===== src/rtl/bytescan_pkg.sv =====
package bytescan_pkg;
  localparam int BS_NBYTES = 5;
  localparam int BS_BYTE_W = 8;
  localparam int BS_SYNC_STAGES = 2;

  function automatic int bs_pos_w(input int nbytes);
    return $clog2(nbytes + 2);
  endfunction
endpackage


===== src/rtl/bytescan_sync.sv =====
module bytescan_sync #(
  parameter int   STAGES  = 2,
  parameter logic RST_VAL = 1'b0
) (
  input  logic clk,
  input  logic rst_n,
  input  logic d,
  output logic q
);
  logic [STAGES-1:0] chain_q;

  always_ff @(posedge clk or negedge rst_n) begin
    if (!rst_n) chain_q <= {STAGES{RST_VAL}};
    else        chain_q <= {chain_q[STAGES-2:0], d};
  end

  assign q = chain_q[STAGES-1];
endmodule


===== src/rtl/bytescan_seq.sv =====
module bytescan_seq #(
  parameter int NBYTES = 5,
  parameter int PW     = 3
) (
  input  logic          clk,
  input  logic          rst_n,
  input  logic          restart,
  input  logic          step,
  input  logic          en,
  output logic [PW-1:0] pos,
  output logic          terminal
);
  localparam logic [PW-1:0] FIRST = PW'(1);
  localparam logic [PW-1:0] LAST  = PW'(NBYTES);

  logic live;
  // positions 0 and above LAST behave as the parked state
  assign live     = (pos >= FIRST) && (pos <= LAST);
  assign terminal = !live;

  always_ff @(posedge clk or negedge rst_n) begin
    if (!rst_n)                  pos <= FIRST;
    else if (restart)            pos <= FIRST;
    else if (step && en && live) pos <= pos + PW'(1);
  end
endmodule


===== src/rtl/bytescan_latch.sv =====
module bytescan_latch #(
  parameter int NBYTES = 5,
  parameter int BYTE_W = 8,
  parameter int PW     = 3
) (
  input  logic                     clk,
  input  logic                     rst_n,
  input  logic                     capture,
  input  logic [NBYTES*BYTE_W-1:0] count_in,
  input  logic [PW-1:0]            pos,
  output logic [NBYTES*BYTE_W-1:0] snap,
  output logic [BYTE_W-1:0]        byte_out
);
  logic [BYTE_W-1:0] lanes [NBYTES];

  always_ff @(posedge clk or negedge rst_n) begin
    if (!rst_n)       snap <= '0;
    else if (capture) snap <= count_in;
  end

  for (genvar g = 0; g < NBYTES; g++) begin : g_lane
    assign lanes[g] = snap[g*BYTE_W +: BYTE_W];
  end

  always_comb begin
    byte_out = '0;
    for (int i = 0; i < NBYTES; i++) begin
      if (pos == PW'(i + 1)) byte_out = lanes[i];
    end
  end
endmodule


===== src/rtl/bytescan_readout.sv =====
module bytescan_readout
  import bytescan_pkg::*;
#(
  parameter int NBYTES = BS_NBYTES,
  parameter int BYTE_W = BS_BYTE_W
) (
  input  logic                     clk,
  input  logic                     rst_n,
  input  logic [NBYTES*BYTE_W-1:0] count_in,
  input  logic                     load_n,
  input  logic                     scan,
  input  logic                     enable_n,
  output logic [BYTE_W-1:0]        bus_data,
  output logic                     bus_oe,
  output logic                     cascade_n
);
  localparam int PW = bs_pos_w(NBYTES);

  logic                     scan_s, scan_d, load_sn, fall;
  logic                     terminal;
  logic [PW-1:0]            pos;
  logic [NBYTES*BYTE_W-1:0] snap;
  logic [BYTE_W-1:0]        sel_byte;

  bytescan_sync #(.STAGES(BS_SYNC_STAGES), .RST_VAL(1'b0)) u_scan_sync (
    .clk(clk), .rst_n(rst_n), .d(scan), .q(scan_s)
  );

  bytescan_sync #(.STAGES(BS_SYNC_STAGES), .RST_VAL(1'b1)) u_load_sync (
    .clk(clk), .rst_n(rst_n), .d(load_n), .q(load_sn)
  );

  always_ff @(posedge clk or negedge rst_n) begin
    if (!rst_n) scan_d <= 1'b0;
    else        scan_d <= scan_s;
  end

  assign fall = scan_d & ~scan_s;

  bytescan_seq #(.NBYTES(NBYTES), .PW(PW)) u_seq (
    .clk(clk), .rst_n(rst_n), .restart(~load_sn), .step(fall),
    .en(~enable_n), .pos(pos), .terminal(terminal)
  );

  bytescan_latch #(.NBYTES(NBYTES), .BYTE_W(BYTE_W), .PW(PW)) u_latch (
    .clk(clk), .rst_n(rst_n), .capture(~load_sn), .count_in(count_in),
    .pos(pos), .snap(snap), .byte_out(sel_byte)
  );

  assign bus_oe    = ~enable_n & scan_s & ~terminal;
  assign bus_data  = bus_oe ? sel_byte : '0;
  assign cascade_n = ~terminal;
endmodule


===== config.mk =====
export PLATFORM = sky130hd
export DESIGN_NAME = bytescan_readout
export DESIGN_NICKNAME = d
export VERILOG_FILES = /design/src/rtl/bytescan_pkg.sv /design/src/rtl/bytescan_sync.sv /design/src/rtl/bytescan_seq.sv /design/src/rtl/bytescan_latch.sv /design/src/rtl/bytescan_readout.sv
export SDC_FILE = /design/constraint.sdc
export NUM_CORES = 1
export LEC_CHECK = 0
export ABC_AREA = 1
export CORE_MARGIN = 5
export CORE_UTILIZATION = 50
export DETAILED_ROUTE_END_ITERATION = 6
export PLACE_DENSITY = 0.77
export SLEW_MARGIN = 20
export SYNTH_ARGS = -nofsm -noshare
export SYNTH_HDL_FRONTEND = slang
export SYNTH_SLANG_ARGS = --single-unit
export TNS_END_PERCENT = 100

===== constraint.sdc =====
create_clock -name clk -period 2.1 [get_ports clk]
set_clock_uncertainty 0.1 [all_clocks]
set_input_delay 0.42 -clock clk [delete_from_list [all_inputs] [get_ports clk]]
set_output_delay 0.42 -clock clk [all_outputs]
set_load 0.03 [all_outputs]

Word level (Yosys, flattened, before mapping)
Cells that the tools add are included.
{ "word_totals": {"out_inout_bits": 10, "elab_cells": 30, "regBits": 48, "input_bits": 45} }
{ "op_classes": {"n_lt_le_gt_ge": 2, "n_mux": 8, "n_addsub": 1, "eq_ne": 6, "reduce_logical": 3, "bitwise_logic": 5} }
{ "op_table": {"columns": ["cell", "n"], "rows": [
  ["$mux W8", 6],
  ["$eq A3 B2 Y1 const B", 2],
  ["$eq A3 B3 Y1 const B", 2],
  ["$mux W3", 2],
  ["$add A3 B1 Y3 const B", 1],
  ["$and A1 B1 Y1", 3],
  ["$eq A3 B1 Y1 const B", 1],
  ["$ge A3 B1 Y1 const B", 1],
  ["$le A3 B3 Y1 const B", 1],
  ["$logic_and A1 B1 Y1", 3],
  ["$ne A2 B1 Y1 const B", 1],
  ["$not A1 Y1", 2]
]} }

Logic depth before layout (Yosys ltp)
{ "logic_depth": {"depth_word": 7, "ltp_mapped": 9, "depth_no_buf": 8} }

Modules after synthesis
Synthesis repeated with hierarchy kept, for this count alone.
{ "unflattened": {"cells_unflattened": 233, "hier_area_um2": 2272.2} }
{ "modules_own_cells": {"columns": ["mod", "cells_per_inst", "seq_area_each_um2", "n_inst", "area_each_um2"], "rows": [
  ["bytescan_latch", 176, 1001.0, 1, 1820.5],
  ["bytescan_seq", 29, 76.3, 1, 224.0],
  ["bytescan_readout", 24, 25.0, 1, 125.1],
  ["bytescan_sync (u_load_sync)", 2, 52.6, 1, 52.6],
  ["bytescan_sync (u_scan_sync)", 2, 50.0, 1, 50.0]
]} }

Worst setup path after synthesis
No wires, ideal clock.
{ "synth_timing": {"path_kind": "flip-flop to output port", "from": "register u_seq.pos[0]", "to": "output bus_data[5]", "required_time_ns": 1.580, "path_slack_ns": -0.301, "path_buffers": 2, "t_arrival_ns": 1.881, "stages_incl_launch_ff": 10, "path_cell_list": "dfstp_2 > inv_1 > ha_1 > clkbuf_2 > buf_2 > nor2_1 > nand2_1 > nand3_1 > nand2_1 > a21oi_1"} }
{ "synth_between": {"elab_chain_len": 7, "elab_cells_between_ends": 15, "classes_between": "order compare (2); eq/ne (5); mux (6); bitwise (1); reduce/logical (1)"} }
{ "synth_lines": {"columns": ["item", "line_no", "source"], "rows": [
  ["start: declaration", "bytescan_seq.sv:10", "output logic [PW-1:0] pos,"],
  ["start signal: assignment", "bytescan_seq.sv:24", "else if (step && en && live) pos <= pos + PW'(1);"],
  ["$eq A3 B1 Y1", "bytescan_latch.sv:28", "if (pos == PW'(i + 1)) byte_out = lanes[i];"],
  ["$mux W8 (5 in series)", "bytescan_latch.sv:28", null],
  ["$mux W8 (*)", "bytescan_readout.sv:51", "assign bus_data = bus_oe ? sel_byte : '0;"],
  ["end: declaration", "bytescan_readout.sv:13", "output logic [BYTE_W-1:0] bus_data,"]
]} }
Mark *: on every way between the ends. The rest lies on a longest branch, timed or not.

Worst setup path in the final report
{ "layout_timing": {"from": "register u_seq.pos[0]", "to": "output bus_data[0]"} }
The elaborated chain is that of the path after synthesis.

==> qor.yml <==
yosys_warnings: 0
crit_path_top_delay_cell: "dfstp_2"
hold_start: "u_load_sync.chain_q[0]"
drtIter0Drc: 222
clkSlewWorstSetupHoldPaths_ns: 0.08
core_mm2: 0.00469
die_y_um: 79.4
io_buffers: 54
avgSynthCellArea_um2: 9.43
maxCapViolCount: 0
viasPerCell: 5.14
htreeDepth: 2
fin_ws_ns: -0.332
synth_seq_cells: 48
setup.worst_path.end_class: "output port"
synth.top_cells.by_count: "dfrtp_1, nand2_1, nor2_1"
min_period_over_period: 1.16
gp_congestion: 0.929
grt_antenna_before_repair: 0
via_count: 1970
grt_pass1_vias: 1913
synth_seq_area_share: 0.501
nFillCells: 330
setup-tns-final_ns: -2.78
grt_overflow: 0
diodes: 0
seq_area_mm2: 0.00121
routedWlPerCell_um: 15.0
critical_path_required_ns: 1.58
period_minus_slack_ns: 2.43
fmax_ghz: 0.411
dp.final_hpwl_um: 3970
final_layout_size_suffix_gt1_frac: 0.419
status: "finished, violations left"
ir_worst_vdd_mv: 0.435
drcViolationCount: 0
clk_path_buf_depth: 2
crit_fanout: 15
violations: "negative setup slack"
reg2reg_from: "u_seq.pos[0]"
synth_top_cells_by_area: "dfrtp_1, mux2_2, nand2_1, nand3_1, nor2_1"
tightestPinTransition_ns: 0.360
maxSlewHeadroom: 0.760
powerDensity_mw_per_mm2: 593
dr.pass1.iters: 5
grt_pass1_wl_um: 9050
clock_latency_ns: 0.29
syn_area_mm2: 0.00240
cp_top_family: "flip-flops"
cts_tree: "built"
pin_count: 55
start_util: 0.513
rsz0062_at_grt: "true"
r2r_slack_ns: 0.10
async_flop_share: 1.00
final_area_mm2: 0.00351
syn_inst: 255
track_usage: 0.186
yosysMostFrequentCell: "dfrtp_1"
die_area_mm2: 0.00630
placed_area_mm2: 0.00312
critical_path_class: "flop to output port"
crit_buf_inv: 2
rows: 25
grt_max_degree: 49
totalWireLength_um: 5750
path_cells: "inv_4, ha_4, nor2_2, nand2_2, nand3_2, nand2_2, a21oi_4, buf_6"
syn_nets: 305
cts_sinks: 48
rr_endpoint: "u_seq.pos[1]"
synth_top_area_cell: "dfrtp_1"
crit_top_cell: "nand2_2"
multi_input_area_mm2: 0.00127
numCtsBuffers: 5
hold_viol_final: 0
synth_flop_cell: "dfrtp_1"
die_w_um: 79.4
min_path_cells: 0
cpPeakStageDelay_ns: 0.64
setup_viol: 10
finish.net_count: 378
slew_violations: 0
min_path_type: "flop to flop"
cts_root_buffer: "clkbuf_8"
drtAntennaViolNets: 0
yosys.area.top_type_share: 0.468
synth.distinct_cells: 22
whs_endpoint: "u_load_sync.chain_q[1]"
syn_to_final_growth_pct: 46.1
startpoint_type: "flop"
synth_edf_count: 0
crit_arrival_ns: 1.91
reg2reg_depth: 11
p_leak_nw: 1.59
## sequential cells by signal, indices dropped and copies added (netlist names)
register             cells
u_latch.snap            40
u_seq.pos                3
u_load_sync.chain_q      2
u_scan_sync.chain_q      2
scan_d                   1
## worst max path at each step
| stage | cells past startpoint | startpoint | slack, ns | endpoint |
|---|---|---|---|---|
| final | 8 | u_seq.pos[0] | -0.33 | bus_data[0] |
| after floorplan | 9 | u_seq.pos[0] | -0.04 | bus_data[5] |
| after detailed placement | 8 | u_seq.pos[0] | -0.01 | bus_data[0] |
| after global placement | 8 | u_seq.pos[0] | 0.01 | bus_data[3] |
| after CTS | 8 | u_seq.pos[0] | -0.30 | bus_data[2] |
| after global routing | 8 | u_seq.pos[0] | -0.41 | bus_data[0] |
## cell usage in the layout, fill, tap and decap left out, types with 9 or more instances in the layout
| master | count |
|---|---|
| buf_4 | 18 |
| inv_2 | 9 |
| nand2_1 | 26 |
| inv_1 | 12 |
| mux2_2 | 32 |
| dfrtp_1 | 44 |
| nand2_2 | 14 |
| nor2_1 | 32 |
| clkdlybuf4s50_1 | 43 |
| buf_6 | 11 |
| nand3_1 | 21 |
## per-layer routing
layer / part of all wire / global-route usage
met2: 0.49 / 0.325
met5: 0 / 0
met1: 0.43 / 0.228
met4: 0.022 / 0.0550
met3: 0.056 / 0.0420
## final cells by class
class                   count  share of cell area
repair inverters            1             0.00214
repair buffers             77               0.219
clock buffers               6              0.0235
inverters                  25              0.0296
flip-flops and latches     48               0.343
clock inverters             2             0.00285
well taps                  54              0.0192
multi-input cells         170               0.360
## through the flow
step / cells / hold WS (ns) / setup slack, ns / utilization / power, mW
2_1_floorplan: 255 / 0.0244 / -0.0424 / - / 1.29
3_3_place_gp: 365 / 0.234 / 0.0142 / 0.666 / 1.47
3_5_place_dp: 365 / 0.242 / -0.0137 / 0.666 / 1.48
4_1_cts: 380 / 0.259 / -0.299 / 0.727 / 2.08
5_1_grt: 383 / 0.262 / -0.414 / 0.749 / 2.19
6_report: 383 / 0.258 / -0.332 / 0.749 / 2.08
## power by group
group          switching [mW]  internal, mW
registers              0.0464          1.01
logic                   0.222         0.249
clock network           0.293         0.263
total                   0.562          1.52
## what timing repair did
item	CTS	global route
hold buffers	1	0
endpoints found under the hold margin	26	0
setup endpoints to repair	10	10
buffers inserted	5	2
gates cloned	1	1
pin swaps	14	16
resized for setup	45	16
## kinds of logic (layout without fill, tap and decap cells)
kind of cell,count (synthesis),after routing,share of synthesized area
DFF,48,48,0.501
adders and majority gates,5,5,0.0260
and+or+nand+nor,116,116,0.212
muxes,32,32,0.150
AOI/OAI and AO/OA,17,17,0.0401
buffers and inverters,37,111,0.0713
Power figures use the tool's default switching activity.
